### src/rtl/i2c_am_pkg.sv
// Package: shared types for the I2C address matcher.
// Assumes: imported by every module of the matcher.
package i2c_am_pkg;
    typedef enum logic [0:0] {
        MODE_SINGLE = 1'b0,
        MODE_MULTI  = 1'b1
    } am_mode_e;
endpackage

### src/rtl/am_slot_regs.sv
// Module: am_slot_regs
// Holds the programmable address slots and the compare mode.
// Assumes: wr_sel values below NSLOT pick a slot, and the value NSLOT picks the mode.
module am_slot_regs
    import i2c_am_pkg::*;
#(
    parameter int NSLOT  = 3,
    parameter int BYTE_W = 8,
    parameter int SEL_W  = 2
) (
    input  logic                           clk,
    input  logic                           rst_n,
    input  logic                           wr_en,
    input  logic [SEL_W-1:0]               wr_sel,
    input  logic [BYTE_W-1:0]              wr_data,
    output logic [NSLOT-1:0][BYTE_W-1:0]   slot_tbl,
    output am_mode_e                       mode
);
    for (genvar g = 0; g < NSLOT; g++) begin : g_slot
        // Load one slot when it is the write target.
        always_ff @(posedge clk) begin
            if (!rst_n)
                slot_tbl[g] <= '0;
            else if (wr_en && wr_sel == SEL_W'(g))
                slot_tbl[g] <= wr_data;
        end
    end

    // Load the mode from bit 0 when the mode is the write target.
    always_ff @(posedge clk) begin
        if (!rst_n)
            mode <= MODE_SINGLE;
        else if (wr_en && wr_sel == SEL_W'(NSLOT))
            mode <= am_mode_e'(wr_data[0]);
    end
endmodule

### src/rtl/am_compare.sv
// Module: am_compare
// Combinational compare of the received byte against every enabled slot.
// Assumes: bit 0 carries the direction, so only the upper bits are compared.
module am_compare
    import i2c_am_pkg::*;
#(
    parameter int NSLOT  = 3,
    parameter int BYTE_W = 8
) (
    input  logic [NSLOT-1:0][BYTE_W-1:0]   slot_tbl,
    input  am_mode_e                       mode,
    input  logic [BYTE_W-1:0]              rx_byte,
    output logic [NSLOT-1:0]               hit
);
    for (genvar g = 0; g < NSLOT; g++) begin : g_cmp
        localparam bit ALWAYS_ON = (g == 0);
        logic enabled;
        // Slot 0 is always enabled; the other slots only in multi mode.
        always_comb enabled = ALWAYS_ON || (mode == MODE_MULTI);
        // Upper-bit equality, qualified by the slot enable.
        always_comb hit[g] = enabled && (rx_byte[BYTE_W-1:1] == slot_tbl[g][BYTE_W-1:1]);
    end
endmodule

### src/rtl/am_flags.sv
// Module: am_flags
// Arm control and sticky match flags.
// Assumes: start_det and addr_done are single-cycle pulses. START has priority over the strobe.
module am_flags #(
    parameter int NSLOT = 3
) (
    input  logic             clk,
    input  logic             rst_n,
    input  logic             start_det,
    input  logic             addr_done,
    input  logic [NSLOT-1:0] hit,
    input  logic             rx_lsb,
    output logic             armed_q,
    output logic             match_any,
    output logic [NSLOT-1:0] match_slot,
    output logic             rx_dir
);
    logic evaluate;
    // A strobe counts only when armed and not overridden by a START.
    always_comb evaluate = addr_done && armed_q && !start_det;

    // Arm on a START; disarm once the first strobe has been used.
    always_ff @(posedge clk) begin
        if (!rst_n)
            armed_q <= 1'b0;
        else if (start_det)
            armed_q <= 1'b1;
        else if (evaluate)
            armed_q <= 1'b0;
    end

    // Sticky flags: cleared by a START, set by an evaluated hit.
    always_ff @(posedge clk) begin
        if (!rst_n) begin
            match_slot <= '0;
            match_any  <= 1'b0;
            rx_dir     <= 1'b0;
        end else if (start_det) begin
            match_slot <= '0;
            match_any  <= 1'b0;
            rx_dir     <= 1'b0;
        end else if (evaluate && (hit != '0)) begin
            match_slot <= match_slot | hit;
            match_any  <= 1'b1;
            rx_dir     <= rx_lsb;
        end
    end
endmodule

### src/rtl/i2c_addr_matcher.sv
// Module: i2c_addr_matcher (top)
// Compares the first address byte after a START against up to three slots.
// Assumes: an external shifter supplies rx_byte with addr_done, and a detector supplies start_det.
module i2c_addr_matcher
    import i2c_am_pkg::*;
#(
    parameter int NSLOT  = 3,
    parameter int BYTE_W = 8,
    localparam int SEL_W = $clog2(NSLOT + 1)
) (
    input  logic              clk,
    input  logic              rst_n,
    input  logic              wr_en,
    input  logic [SEL_W-1:0]  wr_sel,
    input  logic [BYTE_W-1:0] wr_data,
    input  logic              start_det,
    input  logic              addr_done,
    input  logic [BYTE_W-1:0] rx_byte,
    output logic              match_any,
    output logic [NSLOT-1:0]  match_slot,
    output logic              rx_dir
);
    logic [NSLOT-1:0][BYTE_W-1:0] slot_tbl;
    am_mode_e                     mode_q;
    logic [NSLOT-1:0]             hit;
    logic                         armed_q;

    am_slot_regs #(.NSLOT(NSLOT), .BYTE_W(BYTE_W), .SEL_W(SEL_W)) u_regs (
        .clk      (clk),
        .rst_n    (rst_n),
        .wr_en    (wr_en),
        .wr_sel   (wr_sel),
        .wr_data  (wr_data),
        .slot_tbl (slot_tbl),
        .mode     (mode_q)
    );

    am_compare #(.NSLOT(NSLOT), .BYTE_W(BYTE_W)) u_cmp (
        .slot_tbl (slot_tbl),
        .mode     (mode_q),
        .rx_byte  (rx_byte),
        .hit      (hit)
    );

    am_flags #(.NSLOT(NSLOT)) u_flags (
        .clk        (clk),
        .rst_n      (rst_n),
        .start_det  (start_det),
        .addr_done  (addr_done),
        .hit        (hit),
        .rx_lsb     (rx_byte[0]),
        .armed_q    (armed_q),
        .match_any  (match_any),
        .match_slot (match_slot),
        .rx_dir     (rx_dir)
    );
endmodule

### config.mk
export PLATFORM = sky130hd
export DESIGN_NAME = i2c_addr_matcher
export DESIGN_NICKNAME = d
export VERILOG_FILES = /design/src/rtl/i2c_am_pkg.sv /design/src/rtl/am_slot_regs.sv /design/src/rtl/am_compare.sv /design/src/rtl/am_flags.sv /design/src/rtl/i2c_addr_matcher.sv
export SDC_FILE = /design/constraint.sdc
export NUM_CORES = 1
export LEC_CHECK = 0
export ABC_CLOCK_PERIOD_IN_PS = 1370
export BUFFER_PORTS_ARGS = -buffer_cell sky130_fd_sc_hd__buf_2
export CAP_MARGIN = 20
export CORE_MARGIN = 1
export CORE_UTILIZATION = 53
export CTS_CLUSTER_SIZE = 25
export DETAILED_ROUTE_END_ITERATION = 6
export PLACE_DENSITY = 0.78
export SLEW_MARGIN = 0
export SYNTH_ARGS = -nofsm -noshare
export SYNTH_HDL_FRONTEND = slang
export SYNTH_SLANG_ARGS = --single-unit
### constraint.sdc
create_clock -name clk -period 1.37 [get_ports clk]
set_input_delay 0.3425 -clock clk [delete_from_list [all_inputs] [get_ports clk]]
set_output_delay 0.3425 -clock clk [all_outputs]
set_load 0.01 [all_outputs]
==> results of run 1 <==
power breakdown:
part	total [mW]	internal, mW	switching (mW)
Sequential	0.856	0.839	0.0170
Clock	0.408	0.163	0.245
Combinational	0.206	0.109	0.0975
Total	1.47	1.11	0.359
area by class of cell:
class | instances | area (sq um) | share of cell area
clock buffers | 4 | 36.28 | 0.02329
multi-input cells | 91 | 760.7 | 0.4884
flip-flops and latches | 28 | 560.5 | 0.3598
well taps | 28 | 35.03 | 0.02249
repair buffers | 31 | 165.2 | 0.1060
what timing repair did:
action / in CTS / in global routing
resized for setup: 0 / 1
hold endpoints to repair: 0 / 0
setup endpoints to repair: 0 / 1
setup buffers: 0 / 0
placed cells by master, fill, tap and decap left out:
| cell type | instances |
|---|---|
| xor2_1 | 1 |
| o21a_1 | 4 |
| buf_4 | 4 |
| nor4_4 | 1 |
| nand4_2 | 1 |
| mux2i_1 | 23 |
| nand4_1 | 2 |
| nand3_1 | 3 |
| o41a_1 | 1 |
| nor3_4 | 1 |
| nor3_2 | 1 |
| nand2_1 | 3 |
| xnor2_1 | 20 |
| nand4b_1 | 1 |
| nor3b_1 | 1 |
| nor2b_1 | 24 |
| dfxtp_1 | 28 |
| nand3b_4 | 1 |
| clkbuf_8 | 1 |
| clkbuf_4 | 3 |
| buf_2 | 27 |
| nor3_1 | 1 |
| nand3b_1 | 2 |
logic make-up (layout without fill, tap and decap cells):
| group | after synthesis | after routing | synth area share |
|---|---|---|---|
| AO/OA/AOI/OAI | 5 | 5 | 0.03087 |
| XOR/XNOR | 21 | 21 | 0.1375 |
| buffers and inverters | 5 | 35 | 0.01684 |
| flip-flops | 28 | 28 | 0.4191 |
| AND/OR/NAND/NOR | 42 | 42 | 0.2236 |
| multiplexers | 23 | 23 | 0.1721 |
per-stage QoR:
| stage | std cells | total power, mW |
|---|---|---|
| 2_1_floorplan | 124 | 0.9993 |
| 6_report | 182 | 1.470 |
| 4_1_cts | 182 | 1.475 |
| 3_3_place_gp | 178 | 1.075 |
| 5_1_grt | 182 | 1.526 |
| 3_5_place_dp | 178 | 1.080 |
worst min-delay path: cells and delay by family:
family	cells	cell delay, ns
AND/OR/NAND/NOR	1	0.04
buffers and inverters	1	0.10
multiplexers	1	0.06
state kept, by name, summed over array words and instances, names as in the netlist:
register            count
u_flags.armed_q         1
u_flags.rx_dir          1
u_flags.match_slot      3
u_regs.mode             1
u_regs.slot_tbl        21
u_flags.match_any       1
cells in the mapped netlist (all sizes together):
cell    instances
nor4            1
o41a            1
nand3           3
clkbuf          2
xor2            1
nand3b          3
nor3b           1
nand4           3
nor3            3
nand4b          1
mux2i          23
nor2b          24
nand2           3
o21a            4
buf             3
xnor2          20
dfxtp          28
how the worst max path moves through the flow:
stage,slack (ns),depth (start not counted),to
6_report,0.11,5,u_flags.rx_dir
5_1_grt,0.007,4,u_flags.rx_dir
4_1_cts,0.09,5,u_flags.rx_dir
3_5_place_dp,-0.04,6,u_flags.rx_dir
3_3_place_gp,-0.01,6,u_flags.rx_dir
2_1_floorplan,0.26,5,u_flags.rx_dir
per-layer routing:
layer  share of wire  wire [um]  vias to the layer above  track usage
li1                -          -                      482            -
met4          0.0045         11                        0      0.05263
met3           0.043        103                        2      0.05217
met2            0.48       1166                       22       0.3739
met5               0          0                        -            0
met1            0.47       1138                      435       0.2387
==> key figures, run 1 <==
Run status
  – Outcome: completed

Yosys
  – Synthesized cell area: between 1000 and 1500 sq um
  – Synth unique cells: 20
  – Post-Synthesis Cells: 124
  – #FFs+latches synth: 28
  – Ranking of synthesized cells by area: dfxtp_1, mux2i_1, xnor2_1, nor2b_1, o21a_1
  – Mean Syn Cell Area: 10.79 sq um
  – Leading area contributor after synthesis: dfxtp_1
  – Post-Syn Nets: 147
  – Share of the synthesized area in the top cell type: 0.4191
  – Seq/Total Area, Yosys: 0.4191
  – Synth warnings: 0

Floorplanning
  – # IOs: 28
  – Die area: 2729 sq um
  – Site row count: 17
  – Die W: 52.24 um
  – Core ar.: roughly 2300 sq um
  – Die H: around 52 um
  – Initial core utilization: 0.5822

Cells and area
  – Post-route cell area: ~1600 sq um
  – Fill count: 193
  – Diode count: 0
  – P&R area growth vs syn: 16.46%
  – Util after Layout: 0.6781
  – Nets: ~180
  – Share of layout cells above drive strength 1: 0.2597

Routing
  – Vias per cell: a little over 5
  – Wirelength per Cell: 13.30 um
  – Total wire length: 2420 um
  – First-pass iteration count of the detailed router: 4
  – Routed vias: 941
  – DRC viols: 0
  – Antenna viol nets, final: 0
  – Initial DRC Count: 9

Clock tree
  – Worst-Skew Late Latency: around 0.33 ns
  – Num CTS Buffers: 3
  – Worst-path clk slew: 0.15 ns
  – CTS tree: yes
  – CTS Sinks: 28
  – Root Buffer: clkbuf_4
  – H-tree depth: 1
  – Clock buffer depth: 2
  – Hold_buf cts: 0

Critical path
  – CP Max Fanout: 3
  – CP max stage cell: dfxtp_1
  – Worst-path cell chain: xnor2_1, nand4_1, nor3_4, nor3_1, mux2i_1
  – Reg2reg setup slack: 0.11 ns
  – Worst Setup SP: u_regs.slot_tbl[10]
  – Delay-heaviest family, CP: simple AND/OR/NAND/NOR gates
  – Critical path buffer and inverter count: 0
  – Setup CP Type: flip-flop to flip-flop
  – Critical Path Max Stage Delay: 0.34 ns
  – Critical R2R Capture: u_flags.rx_dir
  – Worst R2R Path Depth: 5
  – Critical Path AT: ~1.5 ns
  – CP endpoint kind: flip-flop
  – R2r startpoint: u_regs.slot_tbl[10]
  – Worst path required time: 1.61 ns
  – Critical path startpoint category: flip-flop

Timing
  – Final hold violations: 0
  – Final WS setup: 0.1085 ns
  – Rel. slew slack: 0.7526
  – Min Tclk post-route: 1.261 ns
  – Final-report max-slew violation count: 0
  – Fin Setup TNS: 0 ns
  – WHS: 0.2354 ns
  – RSZ-0062 raised after global routing: false
  – Slew @ Worst Pin: 0.3703 ns
  – Finish-stage setup viols: 0
  – Fin crit share: 0.9208
  – Fmax: 0.7927 GHz
  – Clock skew: 0.01067 ns

Placement
  – I/O Buffers: 27
  – Hpwl dp: between 1500 and 2000 um
  – DP Worst Slack: -0.03707 ns
  – Placer Congestion: about 0.73
  – Placed Area: 1515 sq um

Min path
  – Worst Hold Endpoint: u_flags.rx_dir
  – Hold crit path type: input pin to flip-flop
  – Hold path start: rx_byte[0]
  – Hold Path Cell Cnt: 3

Power and ir drop
  – Leakage: 0.6814 nW
  – PwrDens: 943.4 nW/um^2
  – Peak supply drop: 0.8643 mV

Run
  – Maximum Capacitance Violations: 0

GRT
  – Gr ovfl total: 0
  – Initial antenna violation count: 0
  – Vias in the first global route: 891
  – Pin count of the biggest net entering global routing: 24
  – All-Layer GR Usage: 0.2060
  – First-pass GRT wire length: 4015 um
Power figures use the tool's default switching activity.
==> run 2, diff against run 1 <==
--- a/config.mk
+++ b/config.mk
@@ -12,7 +12,7 @@
 export CORE_UTILIZATION = 53
 export CTS_CLUSTER_SIZE = 25
 export DETAILED_ROUTE_END_ITERATION = 6
-export PLACE_DENSITY = 0.78
+export PLACE_DENSITY = 0.88
 export SLEW_MARGIN = 0
 export SYNTH_ARGS = -nofsm -noshare
 export SYNTH_HDL_FRONTEND = slang
==> key figures, run 2 (synthesis gave the netlist of run 1 again) <==
Placement
  – Placer Congestion: 0.7646 (+4.2%)
  – Hpwl dp: 2024 um (+7.9%)
  – DP Worst Slack: -0.01187 ns (+0.02520 ns)
  – Placed Area: 1515 sq um (unchanged)
  – I/O Buffers: 27 (unchanged)

Critical path
  – Critical path buffer and inverter count: 0 (unchanged)
  – R2r startpoint: u_regs.slot_tbl[22]
  – Worst path required time: 1.59 ns (-0.02 ns)
  – Critical Path Max Stage Delay: 0.35 ns (about the same)
  – CP max stage cell: dfxtp_1
  – Worst-path cell chain: xnor2_1, nand4_2, nor3_4, nor3_1, mux2i_1
  – Setup CP Type: flip-flop to flip-flop
  – Critical Path AT: 1.50 ns (about the same)
  – Critical path startpoint category: flip-flop
  – Delay-heaviest family, CP: simple AND/OR/NAND/NOR gates
  – CP endpoint kind: flip-flop
  – Worst R2R Path Depth: 5 (unchanged)
  – Reg2reg setup slack: 0.08 ns (-0.02 ns)
  – CP Max Fanout: 3 (unchanged)
  – Critical R2R Capture: u_flags.rx_dir

Clock tree
  – Hold_buf cts: 0 (unchanged)
  – Worst-path clk slew: 0.14 ns (about the same)
  – H-tree depth: 1 (unchanged)
  – Clock buffer depth: 2 (unchanged)
  – Worst-Skew Late Latency: 0.32 ns (about the same)
  – Num CTS Buffers: 3 (unchanged)
  – CTS tree: yes
  – Root Buffer: clkbuf_4
  – CTS Sinks: 28 (unchanged)

Timing
  – Final hold violations: 0 (unchanged)
  – WHS: 0.2560 ns (+0.02069 ns)
  – Finish-stage setup viols: 0 (unchanged)
  – Fmax: 0.7778 GHz (-1.9%)
  – Slew @ Worst Pin: 0.4017 ns (+0.03142 ns)
  – Clock skew: 0.009189 ns (-0.001483 ns)
  – Final-report max-slew violation count: 0 (unchanged)
  – Min Tclk post-route: 1.286 ns (+0.02429 ns)
  – Fin crit share: 0.9385 (+0.01773)
  – Rel. slew slack: 0.7316 (-0.02099)
  – Final WS setup: 0.08425 ns (-0.02429 ns)

Cells and area
  – Most frequent cells in the layout: buf_2, dfxtp_1, nor2b_1
  – FF/Latch Area: 561.8 sq um (+0.22%)
  – Largest reg by FF count: u_regs.slot_tbl
  – Post-route cell area: 1560 sq um (+0.16%)
  – Diode count: 0 (unchanged)
  – Share of layout cells above drive strength 1: 0.2727 (+0.01299)
  – Largest regs: u_regs.slot_tbl: 21 flops, u_flags.match_slot: 3 flops
  – P&R area growth vs syn: 16.65%
  – Fill count: 198 (+2.6%)
  – Util after Layout: 0.6792 (+0.001089)
  – Nets: 179 (+0.56%)
  – Area of the multi-input gates: 768.2 sq um (+0.99%)
  – Max reg flops: 21 (unchanged)

Routing
  – Total wire length: 2699 um (+12%)
  – DRC viols: 0 (unchanged)
  – Vias per cell: 5.275 (+2.0%)
  – Routed vias: 960 (+2.0%)
  – Wirelength per Cell: 14.83 um (+12%)
  – Initial DRC Count: 14 (+5)
  – First-pass iteration count of the detailed router: 4 (unchanged)
  – Antenna viol nets, final: 0 (unchanged)

Min path
  – Hold path start: rx_byte[0]
  – Hold crit path type: input pin to flip-flop
  – Worst Hold Endpoint: u_flags.rx_dir
  – Hold Path Cell Cnt: 3 (unchanged)

Floorplanning
  – Die area: 2729 sq um (unchanged)
  – Site row count: 17 (unchanged)
  – Die H: 52.24 um (unchanged)
  – # IOs: 28 (unchanged)
  – Die W: 52.24 um (unchanged)
  – Initial core utilization: 0.5822 (unchanged)
  – Core ar.: 2297 sq um (unchanged)

GRT
  – Vias in the first global route: 1001 (+12%)
  – Pin count of the biggest net entering global routing: 24 (unchanged)
  – All-Layer GR Usage: 0.2230 (+0.01698)
  – Gr ovfl total: 0 (unchanged)
  – First-pass GRT wire length: 4298 um (+7.0%)
  – Initial antenna violation count: 0 (unchanged)

Power and ir drop
  – Leakage: 0.6847 nW (+0.49%)
  – PwrDens: 896.3 nW/um^2 (-5.0%)
  – Pwr Total: 1.398 mW (-4.8%)
  – Peak supply drop: 0.7251 mV (-16%)

Run status
  – Outcome: completed

Run
  – Maximum Capacitance Violations: 0 (unchanged)
==> run 2: changes by cell type in the layout (fill, tap and decap cells not counted) <==
cell      before  now
dfxtp_1       28   27
xnor2_2        0    1
xnor2_1       20   19
clkbuf_8       1    0
dfxtp_2        0    1
buf_4          4    5
==> run 2: worst max-delay path by stage <==
stage                                   start        endpoint  cells past startpoint
after CTS                 u_regs.slot_tbl[19]  u_flags.rx_dir                      5
after global placement             rx_byte[2]  u_flags.rx_dir                      6
after detailed placement           rx_byte[4]  u_flags.rx_dir                      6
final                     u_regs.slot_tbl[22]  u_flags.rx_dir                      5
after global routing      u_regs.slot_tbl[22]  u_flags.rx_dir                      5
after floorplan                    rx_byte[5]  u_flags.rx_dir                      5
==> run 2: worst min-delay path, delay by kind of cell <==
family / cells / cell delay, ns
muxes: 1 / 0.05
buffers and inverters: 1 / 0.10
and+or+nand+nor: 1 / 0.05
==> run 2: layout make-up <==
cell class | instances | share of cell area
multi-input combinational | 91 | 0.4924
sequential | 28 | 0.3601
timing repair buffer | 32 | 0.1107
tap | 28 | 0.02245
clock buffer | 3 | 0.01443
==> run 2: report_power, final <==
group	switching, mW	internal (mW)
logic	0.103	0.110
clock network	0.225	0.103
registers	0.0178	0.839
==> run 2: what timing repair did <==
action                                  in CTS  in global routing
endpoints found under the setup margin       0                  1
gates resized for setup                      0                  3
setup buffers                                0                  1
==> run 2: through the flow <==
stage	std cells	setup TNS, ns
2_1_floorplan	124	0
3_3_place_gp	178	0
3_5_place_dp	178	-0.01187
4_1_cts	181	0
5_1_grt	182	-0.01742
6_report	182	0
==> run 2: per-layer routing <==
layer | track usage | vias up | routed length [um]
met1 | 0.2491 | 449 | 1175
met4 | 0.1009 | 0 | 74
met3 | 0.03768 | 7 | 101
li1 | - | 481 | -
met5 | 0 | - | 0
met2 | 0.4081 | 23 | 1348
==> run 3, diff against run 2 <==
--- a/config.mk
+++ b/config.mk
@@ -5,14 +5,14 @@
 export SDC_FILE = /design/constraint.sdc
 export NUM_CORES = 1
 export LEC_CHECK = 0
-export ABC_CLOCK_PERIOD_IN_PS = 1370
+export ABC_CLOCK_PERIOD_IN_PS = 1580
 export BUFFER_PORTS_ARGS = -buffer_cell sky130_fd_sc_hd__buf_2
 export CAP_MARGIN = 20
 export CORE_MARGIN = 1
-export CORE_UTILIZATION = 53
+export CORE_UTILIZATION = 57
 export CTS_CLUSTER_SIZE = 25
 export DETAILED_ROUTE_END_ITERATION = 6
-export PLACE_DENSITY = 0.88
+export PLACE_DENSITY = 0.93
 export SLEW_MARGIN = 0
 export SYNTH_ARGS = -nofsm -noshare
 export SYNTH_HDL_FRONTEND = slang
==> constraint.sdc (replaced) <==
create_clock -name clk -period 1.58 [get_ports clk]
set_input_delay 0.395 -clock clk [delete_from_list [all_inputs] [get_ports clk]]
set_output_delay 0.395 -clock clk [all_outputs]
set_load 0.01 [all_outputs]
==> key figures, run 3 (synthesis gave the netlist of run 1 again) <==
Placement
  – Placer Congestion: 0.7890 (+3.2%)
  – Hpwl dp: 1897 um (-6.2%)
  – I/O Buffers: 27 (unchanged)

Clock tree
  – H-tree depth: 1 (unchanged)
  – Hold_buf cts: 0 (unchanged)
  – Root Buffer: clkbuf_4
  – Worst-path clk slew: 0.15 ns (about the same)
  – CTS tree: yes
  – Clock buffer depth: 2 (unchanged)
  – Setup bufs post-CTS: 0 (unchanged)
  – CTS Sinks: 28 (unchanged)
  – Worst-Skew Late Latency: 0.34 ns (+0.02 ns)
  – Resize count post-CTS: 0 (unchanged)
  – Num CTS Buffers: 3 (unchanged)

Cells and area
  – Area of the multi-input gates: 754.5 sq um (-1.8%)
  – Largest reg by FF count: u_regs.slot_tbl
  – Share of layout cells above drive strength 1: 0.2597 (-0.01299)
  – Nets: 178 (-0.56%)
  – Largest regs: u_regs.slot_tbl: 21 flops, u_flags.match_slot: 3 flops
  – P&R area growth vs syn: 16.00%
  – Most frequent cells in the layout: dfxtp_1, buf_2, nor2b_1
  – Commonest non-fill, non-tap cell in the layout: dfxtp_1
  – Fill count: 179 (-9.6%)
  – FF/Latch Area: 560.5 sq um (-0.22%)
  – Max reg flops: 21 (unchanged)
  – Diode count: 0 (unchanged)

Critical path
  – CP max stage cell: dfxtp_1
  – CP endpoint kind: flip-flop
  – Critical path startpoint category: flip-flop
  – CP Max Fanout: 3 (unchanged)
  – Worst Setup SP: u_regs.slot_tbl[7]
  – Critical Path Max Stage Delay: 0.35 ns (about the same)
  – R2r startpoint: u_regs.slot_tbl[7]
  – Worst path required time: 1.82 ns (+0.23 ns)
  – Reg2reg setup slack: 0.32 ns (+0.24 ns)
  – Critical Path AT: 1.50 ns (about the same)
  – Critical R2R Capture: u_flags.rx_dir
  – Worst-path cell chain: xnor2_1, nand4_1, nor4_4, nor3_1, mux2i_1
  – Worst R2R Path Depth: 5 (unchanged)
  – Setup CP Type: flip-flop to flip-flop

Floorplanning
  – Die H: 50.44 um (-3.4%)
  – Initial core utilization: 0.6046 (+0.02239)
  – # IOs: 28 (unchanged)
  – Site row count: 17 (unchanged)
  – Core ar.: 2212 sq um (-3.7%)
  – Die area: 2544 sq um (-6.8%)
  – Die W: 50.44 um (-3.4%)

GRT
  – Pin count of the biggest net entering global routing: 24 (unchanged)
  – Initial antenna violation count: 0 (unchanged)
  – Gr ovfl total: 0 (unchanged)
  – First-pass GRT wire length: 4298 um (unchanged)
  – All-Layer GR Usage: 0.2302 (+0.007261)
  – Vias in the first global route: 1020 (+1.9%)

Timing
  – Final-report max-slew violation count: 0 (unchanged)
  – Min Tclk post-route: 1.261 ns (-0.02522 ns)
  – Final hold violations: 0 (unchanged)
  – Rel. slew slack: 0.7514 (+0.01978)
  – Finish-stage setup viols: 0 (unchanged)
  – Fin Setup TNS: 0 ns (unchanged)
  – Fmax: 0.7933 GHz (+2.0%)
  – RSZ-0062 raised after global routing: false
  – Fin crit share: 0.7978 (-0.1407)
  – WHS: 0.2876 ns (+0.03154 ns)
  – Slew @ Worst Pin: 0.3721 ns (-0.02961 ns)
  – Clock skew: 0.002458 ns (-0.006730 ns)

Routing
  – Total wire length: 2477 um (-8.2%)
  – DRC viols: 0 (unchanged)
  – Vias per cell: 5.297 (+0.42%)
  – Wirelength per Cell: 13.61 um (-8.2%)
  – Antenna viol nets, final: 0 (unchanged)
  – Initial DRC Count: 5 (-9)
  – First-pass iteration count of the detailed router: 4 (unchanged)
  – Routed vias: 964 (+0.42%)

Power and ir drop
  – Reg power frac: 0.581 (-0.031)
  – PwrDens: 823.1 nW/um^2 (-8.2%)
  – NetSw: 314.1 uW (-9.3%)
  – Leakage: 0.6675 nW (-2.5%)
  – Power Internal: 963.0 uW (-8.5%)
  – Net Sw Frac: 0.2459 (-0.001767)
  – Clock power share: 0.278 (+0.043)
  – Peak supply drop: 0.7410 mV (+2.2%)
  – Comb pwr share: 0.140 (-0.013)

Min path
  – Worst Hold Endpoint: u_flags.rx_dir
  – Hold path start: rx_byte[0]
  – Hold Path Cell Cnt: 3 (unchanged)
  – Hold crit path type: input pin to flip-flop

Run
  – Maximum Capacitance Violations: 0 (unchanged)

Run status
  – Outcome: completed
## run 3: cell count changes in the layout (fill, tap and decap cells not counted)
| cell | previous run | this run |
|---|---|---|
| nor3_4 | 1 | 0 |
| xnor2_1 | 19 | 20 |
| nor3_2 | 1 | 2 |
| dfxtp_1 | 27 | 28 |
| buf_4 | 5 | 4 |
| clkbuf_8 | 0 | 1 |
| xnor2_2 | 1 | 0 |
| dfxtp_2 | 1 | 0 |
## run 3: worst max-delay path by stage
stage,endpoint
after floorplan,u_flags.rx_dir
after global routing,u_flags.rx_dir
final,u_flags.rx_dir
after global placement,u_flags.rx_dir
after detailed placement,u_flags.rx_dir
after CTS,u_flags.rx_dir
## run 3: critical path: cells and delay by family, from the launching register on
family / cells / cell delay, ns
xor+xnor: 1 / 0.19
simple gates: 3 / 0.51
flops: 1 / 0.35
mux: 1 / 0.12
## run 3: final cells by class
class                   count  share of cell area
flip-flops and latches     28              0.3613
clock buffers               4             0.02339
well taps                  28             0.02258
repair buffers             31              0.1065
multi-input cells          91              0.4863
## run 3: layer usage
layer / wire length, um / GRT usage
met2: 1188 / 0.3711
met1: 1125 / 0.2642
met4: 56 / 0.1528
met5: 0 / 0
met3: 106 / 0.06364
## run 3: stage by stage
step | area [sq um] | util | setup slack (ns) | total power [mW] | std cells
2_1_floorplan | 1338 | - | 0.4200 | 0.8665 | 124
3_3_place_gp | 1515 | 0.6850 | 0.1771 | 0.9300 | 178
3_5_place_dp | 1515 | 0.6850 | 0.1267 | 0.9368 | 178
4_1_cts | 1551 | 0.7014 | 0.3123 | 1.285 | 182
5_1_grt | 1551 | 0.7014 | 0.2073 | 1.334 | 182
6_report | 1551 | 0.7014 | 0.3195 | 1.277 | 182
## run 3: power groups by stage
stage                     clock network (mW)  logic [mW]  registers [mW]
after global routing                   0.394       0.195           0.745
final                                  0.356       0.179           0.742
after CTS                              0.362       0.180           0.742
after floorplan                            0       0.112           0.754
after detailed placement                   0       0.179           0.758
after global placement                     0       0.174           0.756
